File: src/rtl/step_pulse_pkg.sv
package step_pulse_pkg;

    typedef enum logic [1:0] {
        ST_OFF  = 2'd0,
        ST_LEAD = 2'd1,
        ST_RUN  = 2'd2
    } sp_state_e;

    typedef enum logic {
        MODE_TOGGLE = 1'b0,
        MODE_PULSE  = 1'b1
    } sp_mode_e;

endpackage

File: src/rtl/sp_timer.sv
module sp_timer #(
    parameter int PW = 8
) (
    input  logic          clk,
    input  logic          rst_n,
    input  logic          start,
    input  logic          run,
    input  logic [PW-1:0] period,
    output logic          roll
);

    logic [PW-1:0] tmr_q;

    always_ff @(posedge clk or negedge rst_n) begin
        if (!rst_n) begin
            tmr_q <= '0;
        end else if (start) begin
            tmr_q <= period;
        end else if (run) begin
            if (tmr_q == '0) begin
                tmr_q <= period;
            end else begin
                tmr_q <= tmr_q - PW'(1);
            end
        end else begin
            tmr_q <= '0;
        end
    end

    assign roll = run && (tmr_q == '0);

    // a rollover reloads from the period register
    p_reload_r1: assert property (@(posedge clk) disable iff (!rst_n)
        roll |=> (tmr_q == $past(period)));

    // between rollovers the timer counts down by one
    p_count_down_r1: assert property (@(posedge clk) disable iff (!rst_n)
        (run && !start && tmr_q != '0) |=> (tmr_q == $past(tmr_q) - PW'(1)));

    // the enable edge loads the period
    p_start_load_r2: assert property (@(posedge clk) disable iff (!rst_n)
        start |=> (tmr_q == $past(period)));

endmodule

File: src/rtl/sp_counter.sv
module sp_counter #(
    parameter int CW = 8
) (
    input  logic          clk,
    input  logic          rst_n,
    input  logic          clr,
    input  logic          wr,
    input  logic [CW-1:0] wval,
    input  logic          roll,
    output logic          step,
    output logic          done
);

    logic [CW-1:0] pend_q;
    logic          pend_v_q;
    logic [CW-1:0] live_q;
    logic          done_q;
    logic [CW-1:0] eff;
    logic [CW-1:0] nxt;

    always_comb begin
        eff  = pend_v_q ? pend_q : live_q;
        step = roll && (eff != '0);
        nxt  = step ? (eff - CW'(1)) : eff;
    end

    always_ff @(posedge clk or negedge rst_n) begin
        if (!rst_n) begin
            pend_q   <= '0;
            pend_v_q <= 1'b0;
            live_q   <= '0;
        end else if (clr) begin
            pend_q   <= '0;
            pend_v_q <= 1'b0;
            live_q   <= '0;
        end else begin
            if (roll) begin
                live_q <= nxt;
            end
            if (wr) begin
                pend_q   <= wval;
                pend_v_q <= 1'b1;
            end else if (roll) begin
                pend_v_q <= 1'b0;
            end
        end
    end

    always_ff @(posedge clk or negedge rst_n) begin
        if (!rst_n) begin
            done_q <= 1'b0;
        end else if (wr) begin
            done_q <= 1'b0;
        end else if (roll && nxt == '0) begin
            done_q <= 1'b1;
        end
    end

    assign done = done_q;

    // a write is held pending, not made live
    p_defer_r4: assert property (@(posedge clk) disable iff (!rst_n)
        wr |=> pend_v_q);

    // no rollover means the live count does not change
    p_live_hold_r4: assert property (@(posedge clk) disable iff (!rst_n)
        (!roll && !clr) |=> $stable(live_q));

    // disable empties pending and live counts
    p_clear_r3: assert property (@(posedge clk) disable iff (!rst_n)
        clr |=> (!pend_v_q && live_q == '0));

    // a step taken from the live count decrements it
    p_dec_r9: assert property (@(posedge clk) disable iff (!rst_n)
        (step && !pend_v_q && !clr) |=> (live_q == $past(live_q) - CW'(1)));

    // a count write always clears done
    p_done_clear_r10: assert property (@(posedge clk) disable iff (!rst_n)
        wr |=> !done_q);

endmodule

File: src/rtl/sp_shaper.sv
module sp_shaper
    import step_pulse_pkg::*;
(
    input  logic clk,
    input  logic rst_n,
    input  logic clr,
    input  logic step,
    input  logic mode,
    output logic lvl
);

    logic     lvl_q;
    sp_mode_e pmode_q;

    always_ff @(posedge clk or negedge rst_n) begin
        if (!rst_n) begin
            lvl_q   <= 1'b0;
            pmode_q <= MODE_TOGGLE;
        end else if (clr) begin
            lvl_q <= 1'b0;
        end else if (step) begin
            pmode_q <= sp_mode_e'(mode);
            unique case (sp_mode_e'(mode))
                MODE_PULSE:  lvl_q <= 1'b1;
                MODE_TOGGLE: lvl_q <= ~lvl_q;
                default:     lvl_q <= lvl_q;
            endcase
        end else if (pmode_q == MODE_PULSE) begin
            lvl_q <= 1'b0;
        end
    end

    assign lvl = lvl_q;

    // a pulse-mode step produces a high level next cycle
    p_pulse_high_r8: assert property (@(posedge clk) disable iff (!rst_n)
        (!clr && step && mode) |=> lvl_q);

    // the pulse lasts one clock when no step follows
    p_pulse_narrow_r8: assert property (@(posedge clk) disable iff (!rst_n)
        (!clr && !step && pmode_q == MODE_PULSE) |=> !lvl_q);

    // in toggle mode the level holds between steps
    p_hold_r7: assert property (@(posedge clk) disable iff (!rst_n)
        (!clr && !step && pmode_q == MODE_TOGGLE) |=> $stable(lvl_q));

    // a toggle-mode step inverts the level
    p_toggle_r7: assert property (@(posedge clk) disable iff (!rst_n)
        (!clr && step && !mode) |=> (lvl_q != $past(lvl_q)));

endmodule

File: src/rtl/step_pulse_gen.sv
module step_pulse_gen
    import step_pulse_pkg::*;
#(
    parameter int PW = 8,
    parameter int CW = 8
) (
    input  logic          clk,
    input  logic          rst_n,
    input  logic          en,
    input  logic          mode,
    input  logic          period_wr,
    input  logic [PW-1:0] period_val,
    input  logic          count_wr,
    input  logic [CW-1:0] count_val,
    output logic          pin_out,
    output logic          done
);

    sp_state_e     state_q;
    sp_state_e     state_d;
    logic [PW-1:0] period_q;
    logic          start;
    logic          run;
    logic          roll;
    logic          step;
    logic          clr;
    logic          cnt_wr;

    // period register, writable at any time
    always_ff @(posedge clk or negedge rst_n) begin
        if (!rst_n) begin
            period_q <= '0;
        end else if (period_wr) begin
            period_q <= period_val;
        end
    end

    // state register
    always_ff @(posedge clk or negedge rst_n) begin
        if (!rst_n) begin
            state_q <= ST_OFF;
        end else begin
            state_q <= state_d;
        end
    end

    // next state
    always_comb begin
        state_d = state_q;
        unique case (state_q)
            ST_OFF:  state_d = en ? ST_LEAD : ST_OFF;
            ST_LEAD: state_d = !en ? ST_OFF : (roll ? ST_RUN : ST_LEAD);
            ST_RUN:  state_d = !en ? ST_OFF : ST_RUN;
            default: state_d = ST_OFF;
        endcase
    end

    // control outputs of the state machine
    always_comb begin
        start  = 1'b0;
        run    = 1'b0;
        unique case (state_q)
            ST_OFF:  start = en;
            ST_LEAD: run   = en;
            ST_RUN:  run   = en;
            default: run   = 1'b0;
        endcase
        clr    = !en;
        cnt_wr = count_wr && en;
    end

    sp_timer #(.PW(PW)) i_timer (
        .clk    (clk),
        .rst_n  (rst_n),
        .start  (start),
        .run    (run),
        .period (period_q),
        .roll   (roll)
    );

    sp_counter #(.CW(CW)) i_counter (
        .clk    (clk),
        .rst_n  (rst_n),
        .clr    (clr),
        .wr     (cnt_wr),
        .wval   (count_val),
        .roll   (roll),
        .step   (step),
        .done   (done)
    );

    sp_shaper i_shaper (
        .clk    (clk),
        .rst_n  (rst_n),
        .clr    (clr),
        .step   (step),
        .mode   (mode),
        .lvl    (pin_out)
    );

    // enable low forces the output low on the next cycle
    p_off_low_r3: assert property (@(posedge clk) disable iff (!rst_n)
        !en |=> !pin_out);

    // no step while parked, and the leading period stays quiet
    p_off_nostep_r5: assert property (@(posedge clk) disable iff (!rst_n)
        (state_q == ST_OFF) |-> !step);

    p_lead_quiet_r5: assert property (@(posedge clk) disable iff (!rst_n)
        (state_q == ST_LEAD) |-> !pin_out);

    // enable edge moves the machine into the leading period
    p_enter_lead_r2: assert property (@(posedge clk) disable iff (!rst_n)
        (state_q == ST_OFF && en) |=> (state_q == ST_LEAD));

endmodule

File: config.mk
export PLATFORM = sky130hd
export DESIGN_NAME = step_pulse_gen
export DESIGN_NICKNAME = d
export VERILOG_FILES = /design/src/rtl/step_pulse_pkg.sv /design/src/rtl/sp_timer.sv /design/src/rtl/sp_counter.sv /design/src/rtl/sp_shaper.sv /design/src/rtl/step_pulse_gen.sv
export SDC_FILE = /design/constraint.sdc
export NUM_CORES = 1
export LEC_CHECK = 0
export BUFFER_PORTS_ARGS = -buffer_cell sky130_fd_sc_hd__buf_2
export CORE_MARGIN = 1
export CORE_UTILIZATION = 55
export CTS_CLUSTER_SIZE = 10
export DETAILED_ROUTE_END_ITERATION = 7
export HOLD_SLACK_MARGIN = 0.1
export PLACE_DENSITY = 0.79
export SYNTH_ARGS = -nofsm -noshare
export SYNTH_HDL_FRONTEND = slang
export SYNTH_SLANG_ARGS = --single-unit
export TNS_END_PERCENT = 5
File: constraint.sdc
create_clock -name clk -period 6.5 [get_ports clk]
set_clock_uncertainty 0.05 [all_clocks]
set_input_delay 0.325 -clock clk [delete_from_list [all_inputs] [get_ports clk]]
set_output_delay 0.325 -clock clk [all_outputs]
set_load 0.02 [all_outputs]
## Yosys cells after proc, flatten, opt, wreduce, memory -nomap -nowiden

Index checks and enable logic that the tools add are counted.

- Add/subtract/negate cells: 2
- Equal/unequal tests: 6
- Multiplexer cells: 25
- Bitwise logic cells: 2
- Reductions and logical operators: 11

Operator list:

| operator | number |
|---|---|
| $mux 8 | 9 |
| $logic_not 8->1 | 2 |
| $sub 8x1->8 const B | 2 |
| $mux 1 | 11 |
| $reduce_bool 8->1 | 1 |
| $mux 2 | 3 |
| $ne 3x1->1 const B | 2 |
| $pmux 2 s3 | 1 |
| $logic_and 1x1->1 | 4 |
| $ne 2x1->1 const B | 2 |
| $eq 2x1->1 const B | 1 |
| $eq 2x2->1 const B | 1 |
| $logic_not 2->1 | 1 |
| $not 1->1 | 2 |
| $pmux 1 s2 | 1 |
| $reduce_and 2->1 | 1 |
| $reduce_bool 2->1 | 1 |
| $reduce_or 2->1 | 1 |

- Register bits: 38
- Input bits: 22
- Logic and storage cells: 55

## Depth between registers and ports, before layout

Gate-level depths: netlist of run 1.

- Depth in word-level cells: 10
- Gate-level depth with buffers: 9

## By module

Synthesis of run 1 repeated with hierarchy kept, for this count alone.

- Cell total of the unflattened synthesis: 227
- Area, all modules: 2381.0 µm²

Modules (own cells, without submodules):

| module | times used | cells an instance | area an instance (µm²) | sequential area each (µm²) |
|---|---|---|---|---|
| sp_counter | 1 | 131 | 1300.0 | 450.4 |
| sp_timer | 1 | 54 | 503.0 | 200.2 |
| step_pulse_gen | 1 | 35 | 489.2 | 250.2 |
| sp_shaper | 1 | 7 | 88.8 | 50.0 |

## Least setup slack after synthesis of run 1

Ideal clock, no wire load.

- Path kind: reg-to-reg
- Start point: reg i_counter.pend_v_q
- End point: reg i_counter.done_q (netlist: i_counter.done)
- Setup time: 103 ps
- Arrival: 2565 ps
- Slack: 3781 ps
- Stages on the path, launching flop included: 10
- Clock period less this slack: 2719 ps
- Cell sequence: dfrtp_1 > clkbuf_1 > clkbuf_1 > clkbuf_1 > mux2i_1 > ha_1 > o21a_1 > a2111oi_2 > xnor2_1 > o41ai_2

- Cells in the longest elaborated chain, start to end: 7

Ends and longest elaborated chain:

| element | RTL line | text |
|---|---|---|
| from (decl) | sp_counter.sv:15 | `logic pend_v_q;` |
| from (signal assigned) | sp_counter.sv:30 | `pend_v_q <= 1'b0;` |
| from (signal assigned) | sp_counter.sv:34 | `pend_v_q <= 1'b0;` |
| from (signal assigned) | sp_counter.sv:42 | `pend_v_q <= 1'b1;` |
| $mux 8 (*) | sp_counter.sv:22 | `eff = pend_v_q ? pend_q : live_q;` |
| branches (longest 2 deep; another with $sub 8x1->8) | -- |  |
| $mux 8 (*) | sp_counter.sv:24 | `nxt = step ? (eff - CW'(1)) : eff;` |
| $logic_not 8->1 (*) | sp_counter.sv:54 | `end else if (roll && nxt == '0) begin` |
| $logic_and 1x1->1 (*) | sp_counter.sv:54 |  |
| $reduce_bool 2->1 (no line) (*) | -- |  |
| to (signal assigned) | sp_counter.sv:51 | `done_q <= 1'b0;` |
| to (signal assigned) | sp_counter.sv:53 | `done_q <= 1'b0;` |
| to (signal assigned) | sp_counter.sv:55 | `done_q <= 1'b1;` |
| to (decl) | sp_counter.sv:17 | `logic done_q;` |

Every way passes the cells marked *.
A chain may end at the register's enable or synchronous reset.

## Worst setup path in the final report of run 1

Same ends and word-level chain as after synthesis.

==> impl_metrics.py, run 1 <==
metrics = {
    "timing": {
        "worst_pin_slew_ps": 885,
        "period_needed_ps": 2990,
        "maxSlewViolCount": 0,
        "fin_crit_sh_pct": 45.9,
        "setup_tns_ps": 0,
        "slew_headroom_pct": 41.0,
        "hold_violations": 0,
        "rsz0062_at_grt": "no",
        "max_freq_mhz": 335,
        "setup_viol": 0,
    },
    "floorplanning": {
        "die_w_um": 66.3,
        "dieArea_mm2": 0.00440,
        "die_y_um": 66.3,
        "design.core.area_mm2": 0.00400,
        "start_util_pct": 56.9,
        "rows": 23,
        "io_pins": 24,
    },
    "power": {
        "power_density_mw_per_mm2": 296,
        "max-vdd-ir-drop_mv": 0.172,
        "p_leak_nw": 1.14,
    },
    "setup_path": {
        "crit_path_end_kind": "flop",
        "crit_chain": "or3b_1 > a22oi_1 > a2111oi_2 > xnor2_1 > o41ai_2",
        "slowest_delay_ps": 900,
        "crit_path_start_kind": "flop",
        "crit_slowest_cell": "dfrtp_1",
        "crit_arrival_ps": 3130,
        "path_class": "flop to flop",
        "cp.required_ps": 6640,
        "r2r_slack_ps": 3510,
        "rr_startpoint": "i_counter.pend_v_q",
        "reg2reg_to": "i_counter.done",
        "cp_max_fo": 27,
        "ff2ff_path_depth": 5,
    },
    "clock_network": {
        "cts_buffers": 5,
        "cts_resized": 0,
        "ctsHoldBuffers": 0,
        "cts.reportedPaths.clkPinSlew_ps": 70,
        "clock_path_buffers": 2,
        "tritoncts": "yes",
        "htreeDepth": 2,
        "postCtsSetupBuffers": 0,
        "clock_latency_ps": 290,
        "ctsRootBufferMaster": "clkbuf_8",
        "cts.sinks": 38,
    },
    "yosys": {
        "yosys_warnings": 0,
        "avgSynthCellArea_um2": 10.3,
        "ys_seq_elements": 38,
        "postSynthNetCount": 250,
        "synth_ff_type": "dfrtp_1",
        "synth_area_mm2": 0.00228,
        "postSynth.asyncResetShare_pct": 100,
        "synthDistinctLibCells": 49,
        "synth_enable_flop_cells": 0,
        "yosysSeqAreaShare_pct": 41.8,
        "synthCells": 220,
    },
    "placed_design": {
        "routabilityCongestion": 0.829,
        "hpwl_mm": 3.20,
        "io_buffers": 23,
        "dp.cells": 284,
    },
    "global_routing": {
        "gr-total-overflow": 0,
        "grt_pass1_vias": 1597,
        "grt_pass1_wl_mm": 7.25,
        "grt_util_all_layers_pct": 22.1,
        "antenna_found_initial": 0,
        "grt_max_degree": 39,
    },
    "worst_hold_path": {
        "worst_hold_path_type": "input port to async pin",
    },
    "finish": {
        "diodes": 0,
        "nets": 271,
        "fill_cells": 350,
        "final_common_cell": "dfrtp_1",
        "layout_common_cells": "38 x dfrtp_1, 23 x buf_2, 20 x mux2i_1, 11 x nor2_1, 11 x nor2b_1",
        "regArea_um2": 951,
        "multi_input_area_mm2": 0.00125,
        "fin_cells": 291,
        "syn2layout_area_growth_pct": 10.9,
        "drive_gt1_share_pct": 19.9,
    },
    "run_status": {
        "status": "completed",
    },
    "detailed_routing": {
        "drc": 0,
        "wl_per_cell_um": 15.2,
        "firstDrtPassIters": 4,
        "antenna_left": 0,
        "drt_iter0_drc": 140,
        "totalWireLength_mm": 4.43,
        "vias": 1722,
        "vias_per_cell": 5.92,
    },
    "flow_run": {
        "cap_violations": 0,
    },
}
## worst max-delay path: cells and delay by family (launching register included)
family,cells,cell delay [ps]
compound gates,3,1250
xor+xnor,1,200
simple gates,1,490
flops,1,900
## stage by stage
stage | utilization [%] | instance area (um^2) | total power, mW | hold slack (ps) | setup WS [ps]
3_5_place_dp | 60.3 | 2410 | 0.551 | 435 | 3540
4_1_cts | 63.1 | 2520 | 0.758 | 124 | 3520
6_report | 63.1 | 2520 | 0.748 | 89.6 | 3510
2_1_floorplan | - | 2280 | 0.503 | -20.6 | 3780
5_1_grt | 63.1 | 2520 | 0.794 | 169 | 3300
3_3_place_gp | 60.3 | 2410 | 0.544 | 415 | 3620
## cells by family (layout without fill, tap and decap cells)
logic type      Yosys count  after routing  synth area share (%)
xor+xnor                  9              9                  3.46
compound gates           47             47                  15.4
flops                    38             38                  41.8
fa+ha+maj                 8              8                  4.40
mux                      31             31                  14.2
buf+inv                  17             38                  3.13
simple gates             70             70                  17.5
## layer usage
| metal | share of wire [%] | global-route usage (%) | wire, um |
|---|---|---|---|
| met1 | 44 | 26.0 | 1950 |
| met2 | 51 | 38.6 | 2260 |
| met3 | 3.5 | 5.52 | 156 |
| met4 | 1.6 | 7.71 | 73 |
| met5 | 0 | 0 | 0 |
## Yosys cell counts, types with 3 or more instances
library cell | count | area (um^2)
dfrtp_1 | 38 | 951
mux2i_1 | 20 | 200
nor2_1 | 11 | 41.3
nor2b_1 | 11 | 68.8
mux2_2 | 10 | 113
nand2_1 | 10 | 37.5
a21oi_1 | 8 | 40.0
clkbuf_1 | 8 | 30.0
ha_1 | 8 | 100
inv_1 | 8 | 30.0
xnor2_1 | 8 | 70.1
nor3_1 | 7 | 35.0
o21ai_0 | 6 | 30.0
or3_1 | 5 | 31.3
a211oi_1 | 4 | 30.0
a21o_1 | 4 | 30.0
nand3_1 | 4 | 20.0
nor4_1 | 4 | 25.0
o21ai_1 | 4 | 20.0
a22oi_1 | 3 | 22.5
nand2b_1 | 3 | 18.8
## worst max-delay path by stage
stage                  startpoint              to  slack (ps)  cells after the start
2_1_floorplan  i_counter.pend_v_q  i_counter.done        3780                      9
3_3_place_gp   i_counter.pend_v_q  i_counter.done        3620                      5
3_5_place_dp   i_counter.pend_v_q  i_counter.done        3540                      5
4_1_cts        i_counter.pend_v_q  i_counter.done        3520                      5
5_1_grt        i_counter.pend_v_q  i_counter.done        3300                      5
6_report       i_counter.pend_v_q  i_counter.done        3510                      5
## sequential cells by signal, summed over array words and instances (netlist names)
register            flops
period_q                8
i_counter.pend_q        8
i_shaper.lvl            1
state_q                 2
i_shaper.pmode_q        1
i_counter.done          1
i_counter.live_q        8
i_timer.tmr_q           8
i_counter.pend_v_q      1
## final cells by class
cell class	count	area share [%]
multi-input cells	165	49.7
flip-flops and latches	38	37.7
well taps	50	2.48
repair buffers	23	4.56
inverters	8	1.19
clock buffers	6	3.27
clock inverters	1	1.19
## power breakdown
group          internal, mW  switching, mW
sequential            0.268         0.0340
clock                 0.123         0.0783
combinational         0.108          0.137
Note: power is estimated with default switching activity, not from simulation.
==> run 2: changes to the inputs <==
--- a/config.mk
+++ b/config.mk
@@ -5,9 +5,10 @@
 export SDC_FILE = /design/constraint.sdc
 export NUM_CORES = 1
 export LEC_CHECK = 0
+export ABC_AREA = 1
 export BUFFER_PORTS_ARGS = -buffer_cell sky130_fd_sc_hd__buf_2
 export CORE_MARGIN = 1
-export CORE_UTILIZATION = 55
+export CORE_UTILIZATION = 52
 export CTS_CLUSTER_SIZE = 10
 export DETAILED_ROUTE_END_ITERATION = 7
 export HOLD_SLACK_MARGIN = 0.1
==> constraint.sdc (replaced) <==
create_clock -name clk -period 2.5 [get_ports clk]
set_clock_uncertainty 0.05 [all_clocks]
set_input_delay 0.125 -clock clk [delete_from_list [all_inputs] [get_ports clk]]
set_output_delay 0.125 -clock clk [all_outputs]
set_load 0.02 [all_outputs]
==> impl_metrics.py, run 2 <==
metrics = {
    "run_status": {
        "status": "completed",
    },
    "floorplanning": {
        "dieArea_mm2": 0.00444,
        "design.core.area_mm2": 0.00400,
        "start_util_pct": 54.3,
        "die_y_um": 66.6,
        "die_w_um": 66.6,
        "rows": 23,
        "io_pins": 24,
    },
    "placed_design": {
        "io_buffers": 23,
        "routabilityCongestion": 0.882,
        "hpwl_mm": 3.24,
    },
    "yosys": {
        "synth_top_area_cell": "dfrtp_1",
        "synth_area_mm2": 0.00217,
        "postSynthNetCount": 302,
        "yosysSeqAreaShare_pct": 43.8,
        "synth_ff_type": "dfrtp_1",
        "postSynth.asyncResetShare_pct": 100,
        "synth_commonest_cells": "71 x nand2_1, 38 x dfrtp_1, 35 x inv_1",
        "synthCells": 272,
        "avgSynthCellArea_um2": 7.99,
        "yosys_warnings": 0,
        "yosysMostFrequentCell": "nand2_1",
        "synth_top_area_share_pct": 43.8,
        "synth_enable_flop_cells": 0,
        "synthTopCellsByArea": "dfrtp_1 44%, nand2_1 12%, inv_1 6.0%, o21ai_0 4.8%, ha_1 4.6%",
        "ys_seq_elements": 38,
        "synthDistinctLibCells": 32,
    },
    "setup_path": {
        "crit_path_end_kind": "flop",
        "crit_arrival_ps": 2340,
        "critical_path_buf_inv_count": 1,
        "crit_slowest_cell": "dfrtp_1",
        "cp_max_fo": 11,
        "crit_path_start_kind": "flop",
        "slowest_delay_ps": 460,
        "cp.required_ps": 2670,
        "crit_chain": "o21ai_2 > ha_1 > nand3_4 > nor2_4 > nand3_2 > nand2_2 > inv_2 > or2_1 > nand2_1 > nand3_1 > a21oi_1",
        "path_class": "flop to flop",
        "crit_family": "simple AND/OR/NAND/NOR gates",
    },
    "clock_network": {
        "cts.reportedPaths.clkPinSlew_ps": 80,
        "cts.sinks": 38,
        "cts_buffers": 5,
        "clock_latency_ps": 300,
        "ctsRootBufferMaster": "clkbuf_8",
        "clock_path_buffers": 2,
        "htreeDepth": 2,
        "tritoncts": "yes",
        "cts_resized": 0,
    },
    "finish": {
        "diodes": 0,
        "layout_common_cells": "71 x nand2_1, 38 x dfrtp_1, 35 x inv_1, 23 x buf_2, 21 x o21ai_0",
        "drive_gt1_share_pct": 18.0,
        "final_common_cell": "nand2_1",
        "nets": 348,
        "syn2layout_area_growth_pct": 19.6,
    },
    "power": {
        "max-vdd-ir-drop_mv": 0.492,
        "p_leak_nw": 1.32,
        "comb_power_share_pct": 38.7,
        "p_int_mw": 1.22,
        "power.net_switching_uw": 743,
        "pwr-share-clk_pct": 21.5,
        "power_density_mw_per_mm2": 756,
        "p_seq_share_pct": 39.9,
        "power.share.switching_pct": 37.8,
    },
    "timing": {
        "maxSlewViolCount": 0,
        "rsz0062_at_grt": "no",
        "hold_violations": 0,
        "slew_headroom_pct": 43.8,
        "setup_tns_ps": 0,
        "setup_viol": 0,
        "fin_crit_sh_pct": 86.9,
        "hold_ws_ps": 124,
        "period_needed_ps": 2170,
        "max_freq_mhz": 460,
        "worst_pin_slew_ps": 842,
    },
    "detailed_routing": {
        "antenna_left": 0,
        "vias": 1860,
        "drc": 0,
        "vias_per_cell": 5.07,
        "firstDrtPassIters": 4,
        "totalWireLength_mm": 4.49,
        "wl_per_cell_um": 12.2,
        "drt_iter0_drc": 134,
    },
    "global_routing": {
        "grt_max_degree": 39,
        "grt_pass1_vias": 1873,
        "antenna_found_initial": 0,
        "grt_pass1_wl_mm": 7.65,
        "gr-total-overflow": 0,
        "grt_util_all_layers_pct": 23.5,
    },
    "flow_run": {
        "cap_violations": 0,
    },
    "worst_hold_path": {
        "worst_hold_path_type": "input port to flop",
    },
}
==> run 2: cell types whose count changed after synthesis, sizes merged, moves of 5 or more <==
| cell | change |
|---|---|
| or3 | -5 |
| xor2 | +5 |
| mux2i | -20 |
| clkbuf | -6 |
| nand2 | +69 |
| a21oi | +5 |
| xnor2 | -6 |
| nor3 | -8 |
| o21ai | +24 |
| mux2 | -7 |
| nor2b | -11 |
| inv | +31 |
| nor2 | +12 |
| nand3 | +6 |
==> run 2: through the flow <==
| step | utilization (%) | cells | worst slack, ps | total power [mW] | cell area (um^2) |
|---|---|---|---|---|---|
| 3_5_place_dp | 57.9 | 341 | 370 | 1.53 | 2320 |
| 5_1_grt | 65.0 | 367 | 183 | 2.12 | 2600 |
| 3_3_place_gp | 57.9 | 341 | 437 | 1.50 | 2320 |
| 2_1_floorplan | - | 272 | 387 | 1.37 | 2170 |
| 6_report | 65.0 | 367 | 327 | 1.96 | 2600 |
| 4_1_cts | 65.0 | 367 | 358 | 1.98 | 2600 |
==> run 2: path summary, 6_finish.rpt <==
path | start | end | slack (ps) | depth (start not counted)
max in group asynchronous | rst_n | i_counter.live_q[0] | 1410 | 2
min | period_wr | period_q[6] | 120 | 3
max | i_counter.pend_v_q | i_counter.done | 330 | 11
min in group asynchronous | rst_n | period_q[2] | 450 | 2
min reg2reg | i_timer.tmr_q[0] | i_timer.tmr_q[0] | 390 | 1
max reg2reg | i_counter.pend_v_q | i_counter.done | 330 | 11
==> run 2: what timing repair did <==
| item | 4_1_cts | 5_1_grt |
|---|---|---|
| hold buffers | 20 | 0 |
| setup buffers | 0 | 0 |
| hold endpoints to repair | 58 | 0 |
==> run 2: metal layers <==
| metal | global-route usage, % | wire (um) |
|---|---|---|
| met1 | 24.6 | 1930 |
| met2 | 43.1 | 2310 |
| met4 | 11.4 | 124 |
| met5 | 0 | 0 |
| met3 | 5.99 | 127 |
==> run 2: cells by family after synthesis <==
group | Yosys count | share of synthesized area (%)
mux | 4 | 2.07
flops | 38 | 43.8
simple gates | 118 | 25.1
fa+ha+maj | 8 | 4.61
compound gates | 51 | 12.3
buf+inv | 45 | 8.93
xor+xnor | 8 | 3.23
==> run 2: worst min-delay path, stage by stage <==
cell and delay [ps]:
buf_2 160, nand2_1 70, o21ai_0 60
==> run 2: cell type report <==
class,count,area (um^2)
clock buffers,6,82.6
multi-input cells,189,1030
flip-flops and latches,38,951
repair buffers,44,323
fillers,334,1400
inverters,40,153
well taps,50,62.6
==> run 2: power by group through the flow <==
| stage | Clock (mW) | Combinational (mW) | Sequential [mW] |
|---|---|---|---|
| 5_1_grt | 0.454 | 0.873 | 0.794 |
| 4_1_cts | 0.429 | 0.764 | 0.783 |
| 2_1_floorplan | 0 | 0.589 | 0.780 |
| 6_report | 0.421 | 0.759 | 0.783 |
| 3_3_place_gp | 0 | 0.713 | 0.790 |
| 3_5_place_dp | 0 | 0.733 | 0.794 |
==> run 3: changes to the inputs <==
--- a/config.mk
+++ b/config.mk
@@ -8,11 +8,12 @@
 export ABC_AREA = 1
 export BUFFER_PORTS_ARGS = -buffer_cell sky130_fd_sc_hd__buf_2
 export CORE_MARGIN = 1
-export CORE_UTILIZATION = 52
+export CORE_UTILIZATION = 55
+export CTS_BUF_LIST = sky130_fd_sc_hd__clkbuf_4 sky130_fd_sc_hd__clkbuf_8
 export CTS_CLUSTER_SIZE = 10
 export DETAILED_ROUTE_END_ITERATION = 7
 export HOLD_SLACK_MARGIN = 0.1
-export PLACE_DENSITY = 0.79
+export PLACE_DENSITY = 0.83
 export SYNTH_ARGS = -nofsm -noshare
 export SYNTH_HDL_FRONTEND = slang
 export SYNTH_SLANG_ARGS = --single-unit
==> impl_metrics.py, run 3 (same netlist as run 2, synthesis figures left out) <==
metrics = {
    "placed_design": {
        "routabilityCongestion": 0.922,
        "dp.cells": 339,
        "io_buffers": 23,
        "placed_area_mm2": 0.00231,
        "hpwl_mm": 3.21,
    },
    "clock_network": {
        "cts.reportedPaths.clkPinSlew_ps": 80,
        "cts_buffers": 5,
        "cts_resized": 0,
        "tritoncts": "yes",
        "clock_path_buffers": 2,
        "cts.sinks": 38,
        "ctsRootBufferMaster": "clkbuf_8",
        "htreeDepth": 2,
        "clock_latency_ps": 300,
    },
    "finish": {
        "diodes": 0,
        "final_common_cell": "nand2_1",
        "final_cell_area_mm2": 0.00264,
        "nets": 347,
        "syn2layout_area_growth_pct": 21.6,
        "fin_cells": 366,
        "layout_common_cells": "71 x nand2_1, 38 x dfrtp_1, 35 x inv_1, 23 x buf_2, 21 x o21ai_0",
        "drive_gt1_share_pct": 18.6,
    },
    "global_routing": {
        "gr-total-overflow": 0,
        "grt_util_all_layers_pct": 26.6,
        "grt_max_degree": 39,
        "antenna_found_initial": 0,
        "grt_pass1_vias": 1960,
        "grt_pass1_wl_mm": 8.22,
    },
    "setup_path": {
        "crit_family": "simple AND/OR/NAND/NOR gates",
        "startpoint": "i_counter.pend_v_q",
        "crit_chain": "o21ai_2 > ha_1 > nand3_4 > nor2_4 > nand3_2 > nand2_2 > inv_2 > or2_1 > nand2_1 > nand3_1 > a21oi_1",
        "slowest_delay_ps": 430,
        "crit_path_end_kind": "flop",
        "crit_slowest_cell": "dfrtp_1",
        "critical_path_buf_inv_count": 1,
        "cp.required_ps": 2670,
        "cp_max_fo": 11,
        "rr_startpoint": "i_counter.pend_v_q",
        "path_class": "flop to flop",
        "crit_arrival_ps": 2380,
        "crit_path_start_kind": "flop",
    },
    "power": {
        "power_density_mw_per_mm2": 827,
        "p_leak_nw": 1.34,
        "max-vdd-ir-drop_mv": 0.558,
    },
    "detailed_routing": {
        "totalWireLength_mm": 4.83,
        "wl_per_cell_um": 13.2,
        "drt_iter0_drc": 149,
        "antenna_left": 0,
        "drc": 0,
        "vias_per_cell": 5.22,
        "vias": 1910,
        "firstDrtPassIters": 4,
    },
    "timing": {
        "period_needed_ps": 2210,
        "slew_headroom_pct": 43.8,
        "setup_viol": 0,
        "fin_crit_sh_pct": 88.6,
        "setup_tns_ps": 0,
        "worst_pin_slew_ps": 843,
        "maxSlewViolCount": 0,
        "rsz0062_at_grt": "no",
        "max_freq_mhz": 452,
        "hold_violations": 0,
    },
    "run_status": {
        "status": "completed",
    },
    "floorplanning": {
        "io_pins": 24,
        "dieArea_mm2": 0.00420,
        "start_util_pct": 58.5,
        "die_y_um": 64.8,
        "design.core.area_mm2": 0.00372,
        "die_w_um": 64.8,
        "rows": 22,
    },
    "flow_run": {
        "cap_violations": 0,
    },
    "worst_hold_path": {
        "worst_hold_path_type": "input port to flop",
        "hp-start": "en",
    },
}
run 3: cell count changes in the layout (fill, tap and decap cells not counted), sizes merged:
cell	before	now
bufinv	0	2
clkbuf	6	5
clkinv	1	2
dlygate4sd3	20	19
run 3: power breakdown:
part	internal (mW)	switching (mW)
combinational	0.290	0.483
sequential	0.716	0.0631
clock	0.400	0.232
total	1.41	0.778
run 3: area by class of cell:
class / instances / area (um^2)
fillers: 281 / 1070
clock inverters: 3 / 68.8
well taps: 48 / 60.1
inverters: 40 / 153
multi-input cells: 189 / 1030
clock buffers: 5 / 68.8
repair buffers: 43 / 313
flip-flops and latches: 38 / 951
run 3: metrics by stage:
step | utilization [%] | hold WS [ps] | power, mW | worst slack, ps
final | 71.1 | 96.1 | 2.18 | 286
after global routing | 71.1 | 103 | 2.33 | 112
after CTS | 71.1 | 104 | 2.19 | 307
after detailed placement | 62.3 | 221 | 1.52 | 383
after global placement | 62.3 | 218 | 1.50 | 480
after floorplan | - | -221 | 1.37 | 387
run 3: repair_timing:
item                                   4_1_cts  5_1_grt
setup buffers                                0        0
endpoints found under the hold margin       56        0
hold buffers                                19        0
run 3: tightest hold or removal path, delay by kind of cell:
family	cells	cell delay (ps)
buf+inv	1	140
simple gates	1	70
compound gates	1	60
run 3: final timing paths:
path	to	cells after the start	slack (ps)
setup reg to reg	i_counter.done	11	290
min in group asynchronous	i_counter.pend_q[3]	2	410
hold / removal	state_q[1]	3	100
max in group asynchronous	i_counter.live_q[7]	2	1450
setup / recovery	i_counter.done	11	290
hold reg to reg	i_timer.tmr_q[0]	1	400
run 3: layer usage:
layer  vias to the layer above  track usage, %  wire (um)
li1                        948               -          -
met1                       897            26.8       1900
met2                        50            48.3       2550
met3                        15            8.98        249
met4                         0            13.1        132
met5                         -               0          0
